$ cat src/rtl/cfl_pred_pkg.sv
package cfl_pred_pkg;
  localparam int unsigned AC_W  = 16;
  localparam int unsigned Q12_W = 16;
  localparam int unsigned Q12_SH = 9;
  localparam int unsigned PROD_W = AC_W + Q12_W;
  localparam logic [AC_W-1:0] SMAX = {1'b0, {(AC_W-1){1'b1}}};
endpackage

$ cat src/rtl/cfl_mag_mul.sv
module cfl_mag_mul
  import cfl_pred_pkg::*;
#(
  parameter int unsigned ALPHA_W = 7,
  parameter int unsigned PIX_W   = 12,
  parameter int unsigned BD_W    = 4
) (
  input  logic                      clk_i,
  input  logic                      rst_ni,
  input  logic                      en_i,
  input  logic                      valid_i,
  input  logic signed [AC_W-1:0]    ac_i,
  input  logic signed [ALPHA_W-1:0] alpha_i,
  input  logic [PIX_W-1:0]          dc_i,
  input  logic [BD_W-1:0]           bd_i,
  output logic                      valid_o,
  output logic [AC_W-1:0]           mag_o,
  output logic                      neg_o,
  output logic [PIX_W-1:0]          dc_o,
  output logic [PIX_W-1:0]          max_o
);
  localparam int unsigned AW1 = ALPHA_W + 1;

  logic [AC_W:0]     ac_ext, ac_abs;
  logic [AW1-1:0]    al_ext, al_abs;
  logic [31:0]       al_sh;
  logic [Q12_W-1:0]  q12;
  logic [PROD_W-1:0] prod;
  logic [PROD_W:0]   rnd;
  logic [AC_W:0]     hi;
  logic [AC_W-1:0]   mag_d;
  logic [BD_W-1:0]   bd_eff;
  logic [PIX_W:0]    one_sh;
  logic [PIX_W:0]    max_full;

  always_comb begin
    ac_ext = {ac_i[AC_W-1], ac_i};
    ac_abs = ac_i[AC_W-1] ? (~ac_ext + 1'b1) : ac_ext;
    al_ext = {alpha_i[ALPHA_W-1], alpha_i};
    al_abs = alpha_i[ALPHA_W-1] ? (~al_ext + 1'b1) : al_ext;
    al_sh  = 32'(al_abs) << Q12_SH;
    q12    = al_sh[Q12_W-1:0];
    prod   = PROD_W'(ac_abs[AC_W-1:0]) * PROD_W'(q12);
    rnd    = {prod, 1'b0} + (PROD_W+1)'(1 << (AC_W - 1));
    hi     = rnd[PROD_W:AC_W];
    mag_d  = (hi > (AC_W+1)'(SMAX)) ? SMAX : hi[AC_W-1:0];
    bd_eff = (bd_i > BD_W'(PIX_W)) ? BD_W'(PIX_W) : bd_i;
    one_sh = (PIX_W+1)'(1) << bd_eff;
    max_full = one_sh - 1'b1;
  end

  always_ff @(posedge clk_i or negedge rst_ni) begin
    if (!rst_ni) begin
      valid_o <= 1'b0;
      mag_o   <= '0;
      neg_o   <= 1'b0;
      dc_o    <= '0;
      max_o   <= '0;
    end else if (en_i) begin
      valid_o <= valid_i;
      mag_o   <= mag_d;
      neg_o   <= alpha_i[ALPHA_W-1] ^ ac_i[AC_W-1];
      dc_o    <= dc_i;
      max_o   <= max_full[PIX_W-1:0];
    end
  end

  // zero AC yields zero magnitude whatever the weight
  a_r1_zero_ac: assert property (@(posedge clk_i) disable iff (!rst_ni)
    (en_i && valid_i && ac_i == '0) |=> (mag_o == '0));
endmodule

$ cat src/rtl/cfl_sign_dc.sv
module cfl_sign_dc
  import cfl_pred_pkg::*;
#(
  parameter int unsigned PIX_W = 12
) (
  input  logic                   clk_i,
  input  logic                   rst_ni,
  input  logic                   en_i,
  input  logic                   valid_i,
  input  logic [AC_W-1:0]        mag_i,
  input  logic                   neg_i,
  input  logic [PIX_W-1:0]       dc_i,
  input  logic [PIX_W-1:0]       max_i,
  output logic                   valid_o,
  output logic signed [AC_W-1:0] sum_o,
  output logic [PIX_W-1:0]       max_o
);
  logic [AC_W-1:0] mask, signed_val, sum_d;

  always_comb begin
    mask       = {AC_W{neg_i}};
    signed_val = (mag_i + mask) ^ mask;
    sum_d      = signed_val + AC_W'(dc_i);  // 16-bit wrap intended
  end

  always_ff @(posedge clk_i or negedge rst_ni) begin
    if (!rst_ni) begin
      valid_o <= 1'b0;
      sum_o   <= '0;
      max_o   <= '0;
    end else if (en_i) begin
      valid_o <= valid_i;
      sum_o   <= sum_d;
      max_o   <= max_i;
    end
  end

  // negative sign with nonzero magnitude and no DC gives a negative result
  a_r2_sign_restore: assert property (@(posedge clk_i) disable iff (!rst_ni)
    (en_i && valid_i && neg_i && mag_i != '0 && dc_i == '0) |=> (sum_o < 0));
endmodule

$ cat src/rtl/cfl_clamp.sv
module cfl_clamp
  import cfl_pred_pkg::*;
#(
  parameter int unsigned PIX_W = 12
) (
  input  logic                   clk_i,
  input  logic                   rst_ni,
  input  logic                   en_i,
  input  logic                   valid_i,
  input  logic signed [AC_W-1:0] sum_i,
  input  logic [PIX_W-1:0]       max_i,
  output logic                   valid_o,
  output logic [PIX_W-1:0]       pix_o
);
  logic [PIX_W-1:0] pix_d;
  logic [PIX_W-1:0] max_q;

  always_comb begin
    if (sum_i < 0)                            pix_d = '0;
    else if ($unsigned(sum_i) > AC_W'(max_i)) pix_d = max_i;
    else                                      pix_d = sum_i[PIX_W-1:0];
  end

  always_ff @(posedge clk_i or negedge rst_ni) begin
    if (!rst_ni) begin
      valid_o <= 1'b0;
      pix_o   <= '0;
      max_q   <= '0;
    end else if (en_i) begin
      valid_o <= valid_i;
      pix_o   <= pix_d;
      max_q   <= max_i;
    end
  end

  // delivered pixel never exceeds the ceiling of its sample
  a_r4_ceiling: assert property (@(posedge clk_i) disable iff (!rst_ni)
    valid_o |-> (pix_o <= max_q));
  // negative sum leaves as zero
  a_r4_floor: assert property (@(posedge clk_i) disable iff (!rst_ni)
    (en_i && valid_i && sum_i < 0) |=> (pix_o == '0));
endmodule

$ cat src/rtl/cfl_pred_path.sv
module cfl_pred_path
  import cfl_pred_pkg::*;
#(
  parameter int unsigned ALPHA_W = 7,
  parameter int unsigned PIX_W   = 12,
  parameter int unsigned BD_W    = 4
) (
  input  logic                      clk_i,
  input  logic                      rst_ni,
  input  logic                      in_valid_i,
  output logic                      in_ready_o,
  input  logic                      sop_i,
  input  logic signed [AC_W-1:0]    ac_i,
  input  logic signed [ALPHA_W-1:0] alpha_i,
  input  logic [PIX_W-1:0]          dc_i,
  input  logic [BD_W-1:0]           bd_i,
  output logic                      valid_o,
  input  logic                      ready_i,
  output logic [PIX_W-1:0]          pix_o
);
  logic                      en, take;
  logic signed [ALPHA_W-1:0] cfg_alpha_q, alpha_use;
  logic [PIX_W-1:0]          cfg_dc_q, dc_use;
  logic [BD_W-1:0]           cfg_bd_q, bd_use;

  logic                    s1_v, s1_neg, s2_v;
  logic [AC_W-1:0]         s1_mag;
  logic [PIX_W-1:0]        s1_dc, s1_max, s2_max;
  logic signed [AC_W-1:0]  s2_sum;

  // single advance strobe: any stage moves only when the last can drain
  assign en         = !valid_o || ready_i;
  assign in_ready_o = en;
  assign take       = in_valid_i && in_ready_o;

  assign alpha_use = sop_i ? alpha_i : cfg_alpha_q;
  assign dc_use    = sop_i ? dc_i    : cfg_dc_q;
  assign bd_use    = sop_i ? bd_i    : cfg_bd_q;

  always_ff @(posedge clk_i or negedge rst_ni) begin
    if (!rst_ni) begin
      cfg_alpha_q <= '0;
      cfg_dc_q    <= '0;
      cfg_bd_q    <= BD_W'(8);
    end else if (take && sop_i) begin
      cfg_alpha_q <= alpha_i;
      cfg_dc_q    <= dc_i;
      cfg_bd_q    <= bd_i;
    end
  end

  cfl_mag_mul #(.ALPHA_W(ALPHA_W), .PIX_W(PIX_W), .BD_W(BD_W)) i_mul (
    .clk_i, .rst_ni, .en_i(en), .valid_i(in_valid_i),
    .ac_i, .alpha_i(alpha_use), .dc_i(dc_use), .bd_i(bd_use),
    .valid_o(s1_v), .mag_o(s1_mag), .neg_o(s1_neg), .dc_o(s1_dc), .max_o(s1_max)
  );

  cfl_sign_dc #(.PIX_W(PIX_W)) i_sign (
    .clk_i, .rst_ni, .en_i(en), .valid_i(s1_v),
    .mag_i(s1_mag), .neg_i(s1_neg), .dc_i(s1_dc), .max_i(s1_max),
    .valid_o(s2_v), .sum_o(s2_sum), .max_o(s2_max)
  );

  cfl_clamp #(.PIX_W(PIX_W)) i_clamp (
    .clk_i, .rst_ni, .en_i(en), .valid_i(s2_v),
    .sum_i(s2_sum), .max_i(s2_max), .valid_o(valid_o), .pix_o(pix_o)
  );

  // stalled output holds
  a_r8_hold: assert property (@(posedge clk_i) disable iff (!rst_ni)
    (valid_o && !ready_i) |=> (valid_o && $stable(pix_o)));
  // stalled output blocks input
  a_r8_block: assert property (@(posedge clk_i) disable iff (!rst_ni)
    (valid_o && !ready_i) |-> !in_ready_o);
  // empty output never refuses input
  a_r9_ready_empty: assert property (@(posedge clk_i) disable iff (!rst_ni)
    !valid_o |-> in_ready_o);
  // non-start samples leave the captured settings alone
  a_r6_cfg_kept: assert property (@(posedge clk_i) disable iff (!rst_ni)
    (take && !sop_i) |=> ($stable(cfg_alpha_q) && $stable(cfg_dc_q) && $stable(cfg_bd_q)));
endmodule

$ cat config.mk
export PLATFORM = sky130hd
export DESIGN_NAME = cfl_pred_path
export DESIGN_NICKNAME = d
export VERILOG_FILES = /design/src/rtl/cfl_pred_pkg.sv /design/src/rtl/cfl_mag_mul.sv /design/src/rtl/cfl_sign_dc.sv /design/src/rtl/cfl_clamp.sv /design/src/rtl/cfl_pred_path.sv
export SDC_FILE = /design/constraint.sdc
export NUM_CORES = 1
export LEC_CHECK = 0
export CORE_AREA = 4 4 148 221
export CTS_BUF_LIST = sky130_fd_sc_hd__clkbuf_2
export CTS_CLUSTER_SIZE = 30
export DETAILED_ROUTE_END_ITERATION = 6
export DIE_AREA = 0 0 152 225
export PLACE_DENSITY = 0.58
export SYNTH_ARGS = -nofsm -noshare
export SYNTH_HDL_FRONTEND = slang
export SYNTH_HIERARCHICAL = 1
export SYNTH_SLANG_ARGS = --single-unit
export TNS_END_PERCENT = 5
$ cat constraint.sdc
create_clock -name clk_i -period 6.3 [get_ports clk_i]
set_input_delay 1.26 -clock clk_i [delete_from_list [all_inputs] [get_ports clk_i]]
set_output_delay 1.26 -clock clk_i [all_outputs]
set_load 0.05 [all_outputs]
After elaboration in Yosys (flattened, before gate mapping). Cells that the tools add are included.

Logic and storage cells: 42. Register bits: 107. Bits of input ports: 44. Output and inout port bits: 14.

Reductions and logical operators: 4. Multiply operators: 1. Shift-type cells: 1. Multiplexer cells: 9. $add $sub $neg: 6. Bitwise gates (word level): 4. Magnitude comparators: 4.

Operators with widths (number): $mux 12 (3); $add 33x16->33 const B (1); $mux 16 (2); $mul 16x7->23 (1); $gt 17x15->1 const B (1); $add 16x1->16 const B (1); $add 16x12->16 (1); $add 16x16->16 (1); $gt 16x12->1 (1); $lt 16x1->1 const B (1); $not 16->16 (1); $xor 16x16->16 (1); $mux 7 (2); $shl 1x4->12 const A (1); $sub 12x1->12 const B (1); $mux 4 (2); $add 7x1->7 const B (1); $not 7->7 (1); $gt 4x4->1 const B (1); $logic_and 1x1->1 (2); $logic_not 1->1 (1); $logic_or 1x1->1 (1); $xor 1x1->1 (1).

Longest topological paths before layout.
Depth in word-level cells: 8. Depth in mapped cells: 31. Depth with buffers taken out: 26.

Hierarchy. The synthesis kept the hierarchy.

By module, submodules not included: cfl_mag_mul (times used 1, area each 5903.2 µm², sequential area each 1051.0 µm², cells an instance 687); cfl_sign_dc (times used 1, area each 2504.9 µm², sequential area each 725.7 µm², cells an instance 254); cfl_pred_path (times used 1, area each 1261.2 µm², sequential area each 576.8 µm², cells an instance 77); cfl_clamp (times used 1, area each 1006.0 µm², sequential area each 325.3 µm², cells an instance 111).

Worst setup path before layout. OpenSTA, ideal clock, no wires.

Path type: input to register. Start point: in sop_i. End point: reg i_mul.mag_o[10]. Buffers on the path: 4. Stages: 27. Data required time: 6.180 ns. Setup time: 0.120 ns. Arrival: 8.008 ns. Setup slack: -1.829 ns. Cells stage by stage: buf_2 -> buf_2 -> mux2_2 -> clkinv_1 -> nand3_1 -> o21ai_0 -> xor2_1 -> clkbuf_1 -> nor2_1 -> fa_1 -> fa_1 -> fa_1 -> inv_1 -> fa_1 -> inv_1 -> ha_1 -> nand2_1 -> o21ai_0 -> mux2_2 -> nor3_1 -> and4_4 -> and2_1 -> nand3_1 -> or3_1 -> o211ai_2 -> buf_4 -> nand2_1.

Word-level cells in the longest chain between the ends: 8.

RTL lines: from (decl) (line cfl_pred_path.sv:12) `input logic sop_i,`; $mux 7 (*) (line cfl_pred_path.sv:36) `assign alpha_use = sop_i ? alpha_i : cfg_alpha_q;`; net alpha_use[0] (line cfl_pred_path.sv:22) `logic signed [ALPHA_W-1:0] cfg_alpha_q, alpha_use;`; $not 7->7 (line cfl_mag_mul.sv:40) `al_abs = alpha_i[ALPHA_W-1] ? (~al_ext + 1'b1) : al_ext;`; $add 7x1->7 (line cfl_mag_mul.sv:40); $mux 7 (*) (line cfl_mag_mul.sv:40); $mul 16x7->23 (*) (line cfl_mag_mul.sv:43) `prod = PROD_W'(ac_abs[AC_W-1:0]) * PROD_W'(q12);`; $add 33x16->33 (*) (line cfl_mag_mul.sv:44) `rnd = {prod, 1'b0} + (PROD_W+1)'(1 << (AC_W - 1));`; $gt 17x15->1 (line cfl_mag_mul.sv:46) `mag_d = (hi > (AC_W+1)'(SMAX)) ? SMAX : hi[AC_W-1:0];`; $mux 16 (*) (line cfl_mag_mul.sv:46); to (signal assigned) (line cfl_mag_mul.sv:61) `mag_o <= mag_d;`; to (decl) (line cfl_mag_mul.sv:17) `output logic [AC_W-1:0] mag_o,`.

The timed path passes the listed nets; every way through them passes the cells marked *. A chain may end at the register's enable or synchronous reset.

Worst setup path after layout.
Start point: in ac_i[4]. End point: reg i_mul.mag_o[8].

Word-level cells in the longest chain between the ends: 7.

RTL lines: from (decl) (line cfl_pred_path.sv:13) `input logic signed [AC_W-1:0] ac_i,`; $not 16->16 (line cfl_mag_mul.sv:38) `ac_abs = ac_i[AC_W-1] ? (~ac_ext + 1'b1) : ac_ext;`; $add 16x1->16 (line cfl_mag_mul.sv:38); $mux 16 (*) (line cfl_mag_mul.sv:38); $mul 16x7->23 (*) (line cfl_mag_mul.sv:43); $add 33x16->33 (*) (line cfl_mag_mul.sv:44); $gt 17x15->1 (line cfl_mag_mul.sv:46); $mux 16 (*) (line cfl_mag_mul.sv:46).

Every way passes the cells marked *; elsewhere a longest branch is shown, timed or not.

==> summary.txt <==
Yosys
  – Post-synth cell types: 83
  – Post-Syn Area: ~11000 sq um
  – Number of synthesized register bits: 107
  – Number of synthesized flops with an enable pin: 0
  – Synth Area per Inst: 9.455 sq um
  – Sequential-to-total area share from yosys stat: 25.09%
  – Most common flop cell mapped by yosys: dfrtp_1
  – Post-synthesis async set-or-reset flop share: 100.0%
  – Gate count of the mapped netlist: 1129
  – Yosys warnings: 6
  – Synthesized Nets: about 1300

STA
  – Clock skew: 49.49 ps
  – Worst-margin pin slew: about 850 ps
  – Max Clock Freq: ~0.15 GHz
  – Fin crit period: just under 7000 ps
  – Final count of pins violating max slew: 0
  – Worst setup margin: -504.6 ps
  – Final Hold Viols: 0
  – Setup TNS: -7321 ps
  – Final setup fails: 15
  – RSZ-0062 raised after global routing: yes
  – Period utilization: 108.0%
  – Hold_ws: 544.7 ps
  – Slew margin rel.: 43.36%

Die
  – IO Count: 58
  – Area of the die: roughly 34000 sq um
  – Core Area: 30840 sq um
  – Die span in x: around 150 um
  – Starting Density: 34.62%
  – FP Rows: 79
  – Die height: 225 um

Worst setup path
  – Largest fanout on the critical path: 6
  – Worst setup SP type: input port
  – Critical path's slowest cell: fa_1
  – WP buf/inv: 3
  – Top delay family on crit path: adder cells
  – CP Capture Type: register
  – R2R Path Start: cfg_alpha_q[2]
  – Cells on worst reg2reg path: 26
  – Most frequent CP cell: fa_1
  – Reg2reg end: i_mul/mag_o[8]
  – CP peak stage delay: 570 ps
  – CP required: 6790 ps
  – Worst reg2reg setup slack: 0 ps
  – Crit Path Class: input port to register
  – Worst Path Arrival: 7300 ps

Layout
  – Fraction of layout cells with a size suffix above 1: between 30% and 40%
  – Design area: between 10000 and 15000 sq um
  – Final #Nets: 1519
  – Area growth, synth to finish: 27.90%
  – FILL cells: 3042

Run status
  – Run status: finished with violations
  – Violated checks: negative setup slack

Clock network
  – CTS Sinks: 107
  – CTS clk-pin slew, worst paths: ~300 ps
  – Clock root buffer master: clkbuf_2
  – Clock Latency Late Sink: ~600 ps
  – CTS Buffer Depth: 2
  – TritonCTS Buffers: 9
  – H-tree levels: 3
  – Hold_buf cts: 0
  – CTS tree: built

GRT
  – Largest net degree at the start of global routing: 70
  – GR Util All Layers: 14.79%
  – Initial antenna violation count: 1
  – GR Overflow Total: 0
  – Vias in the first global route: slightly above 9000
  – First-pass GRT wire length: 42750 um

Route
  – Pre-antenna DRT Iters: 4
  – Drt drc: 0
  – Via-to-Cell Ratio: 4.949
  – Remaining antenna violation count after routing: 0
  – Routed WL per cell: about 14 um
  – Initial DRC Count: 248
  – Total Wirelength: 25040 um
  – Via count: 8576

Min path
  – Hold path start: i_mul/max_o[8]
  – Hold path depth: 1
  – Hold Crit Class: register to register
  – WHS Endpoint: i_sign/max_o[8]

Place
  – GPL Wtd Cong: 0.8692
  – Dpl hpwl: 20340 um
  – Placed cell area: between 10000 and 15000 sq um
  – Setup slack at placement: -1632 ps
  – # port buffers: 57

Job
  – Max_cap viols: 0
per-layer routing:
metal  vias to the layer above  track usage [%]  part of all wire, %
li1                       4273                -                    -
met1                      4140            15.25                   38
met2                       113            30.51                   57
met3                        50            1.345                  1.6
met4                         0            5.281                  3.5
met5                         -                0                    0
Yosys cell counts, drive strengths merged, types with 4 or more instances:
| library cell | instances | area share [%] |
|---|---|---|
| clkbuf | 28 | 0.98 |
| a31oi | 12 | 0.70 |
| buf | 17 | 1.2 |
| a21oi | 74 | 3.5 |
| nand2 | 67 | 2.4 |
| xor2 | 37 | 3.1 |
| o31ai | 9 | 0.68 |
| nor2 | 128 | 4.5 |
| or3 | 10 | 0.63 |
| a31o | 4 | 0.33 |
| xnor2 | 44 | 3.6 |
| inv | 97 | 3.4 |
| mux2i | 26 | 2.6 |
| and4 | 7 | 0.60 |
| fa | 70 | 13 |
| a21o | 12 | 0.86 |
| nand3b | 4 | 0.32 |
| or2 | 16 | 0.94 |
| and2 | 6 | 0.35 |
| nand3 | 16 | 0.75 |
| nand4 | 12 | 0.70 |
| and3 | 9 | 0.57 |
| dfrtp | 106 | 25 |
| nand2b | 13 | 0.83 |
| o211ai | 7 | 0.54 |
| mux2 | 83 | 9.5 |
| nor3 | 17 | 0.89 |
| nor2b | 20 | 1.2 |
| a211oi | 9 | 0.73 |
| ha | 83 | 9.7 |
| o21ai | 41 | 1.9 |
final cells by class:
class                      count  area (sq um)  share of cell area, %
clock buffer                   9         45.04                 0.3299
sequential                   107          2679                  19.62
clock inverter                 7         97.59                 0.7148
timing repair buffer         227          1901                  13.92
multi-input combinational    879          8046                  58.94
tap                          405         506.7                  3.712
antenna                        1         2.502                0.01833
inverter                      98         375.4                  2.749
stage by stage:
stage          utilization [%]  std cells
6_report                 44.27       1733
5_1_grt                  44.27       1733
4_1_cts                  43.90       1731
3_5_place_dp             42.30       1700
3_3_place_gp             42.30       1700
2_1_floorplan                -       1129
cell families (layout without fill, tap and decap cells):
logic type	after synthesis	count (layout)	share of synthesized area (%)
AOI/OAI and AO/OA	202	202	12.24
and+or+nand+nor	334	334	15.35
muxes	109	109	12.08
buffers and inverters	143	341	5.661
xor gates and xnor gates	81	81	6.716
DFF	107	107	25.09
adders and majority gates	153	153	22.86
other	0	1	0
state kept, by name, summed over array words and instances (netlist names):
register and count:
cfg_dc_q 12, i_mul/dc_o 12, i_mul/mag_o 16, i_sign/sum_o 16
i_mul/max_o 12, cfg_alpha_q 7, i_sign/max_o 12, i_sign/valid_o 1
i_mul/neg_o 1, i_clamp/valid_o 1, i_mul/valid_o 1, cfg_bd_q 4
i_clamp/pix_o 12
worst max-delay path by stage:
| stage | depth (start not counted) | endpoint | from | slack [ps] |
|---|---|---|---|---|
| 3_5_place_dp | 24 | i_mul/mag_o[10] | ac_i[1] | -1630 |
| 4_1_cts | 25 | i_mul/mag_o[1] | ac_i[4] | -450 |
| 5_1_grt | 25 | i_mul/mag_o[12] | ac_i[4] | -630 |
| 2_1_floorplan | 23 | i_mul/mag_o[10] | ac_i[1] | -930 |
| 6_report | 25 | i_mul/mag_o[8] | ac_i[4] | -500 |
| 3_3_place_gp | 24 | i_mul/mag_o[11] | ac_i[1] | -1510 |
timing repair:
| item | 4_1_cts | 5_1_grt |
|---|---|---|
| gates resized for setup | 92 | 19 |
| buffers inserted | 16 | 1 |
| endpoints found under the setup margin | 15 | 15 |
| gates cloned | 1 | 0 |
| pin swaps | 54 | 12 |
placed cells by master (no fill, tap or decap), types with 6 or more instances in the layout:
master             n
a21o_1            11
a21oi_1           67
a31oi_1           12
and3_1             7
buf_4            158
buf_6             12
clkbuf_2           9
clkdlybuf4s50_1   41
dfrtp_1          106
dlygate4sd2_1      9
fa_1              68
ha_1              71
ha_4              11
inv_1             91
mux2_2            55
mux2_4            28
mux2i_1           23
nand2_1           58
nand2_2            7
nand2b_1          12
nand3_1           14
nand4_1           12
nor2_1           116
nor2_2            11
nor2b_1           20
nor3_1            12
o211ai_1           6
o21ai_0           32
or2_2             13
or3_1              6
xnor2_1           37
xnor2_2            6
xor2_1            30
Power is left out: the tool's default activity adds up to more than one toggle a clock period on the data nets, which glitch-free logic cannot reach.
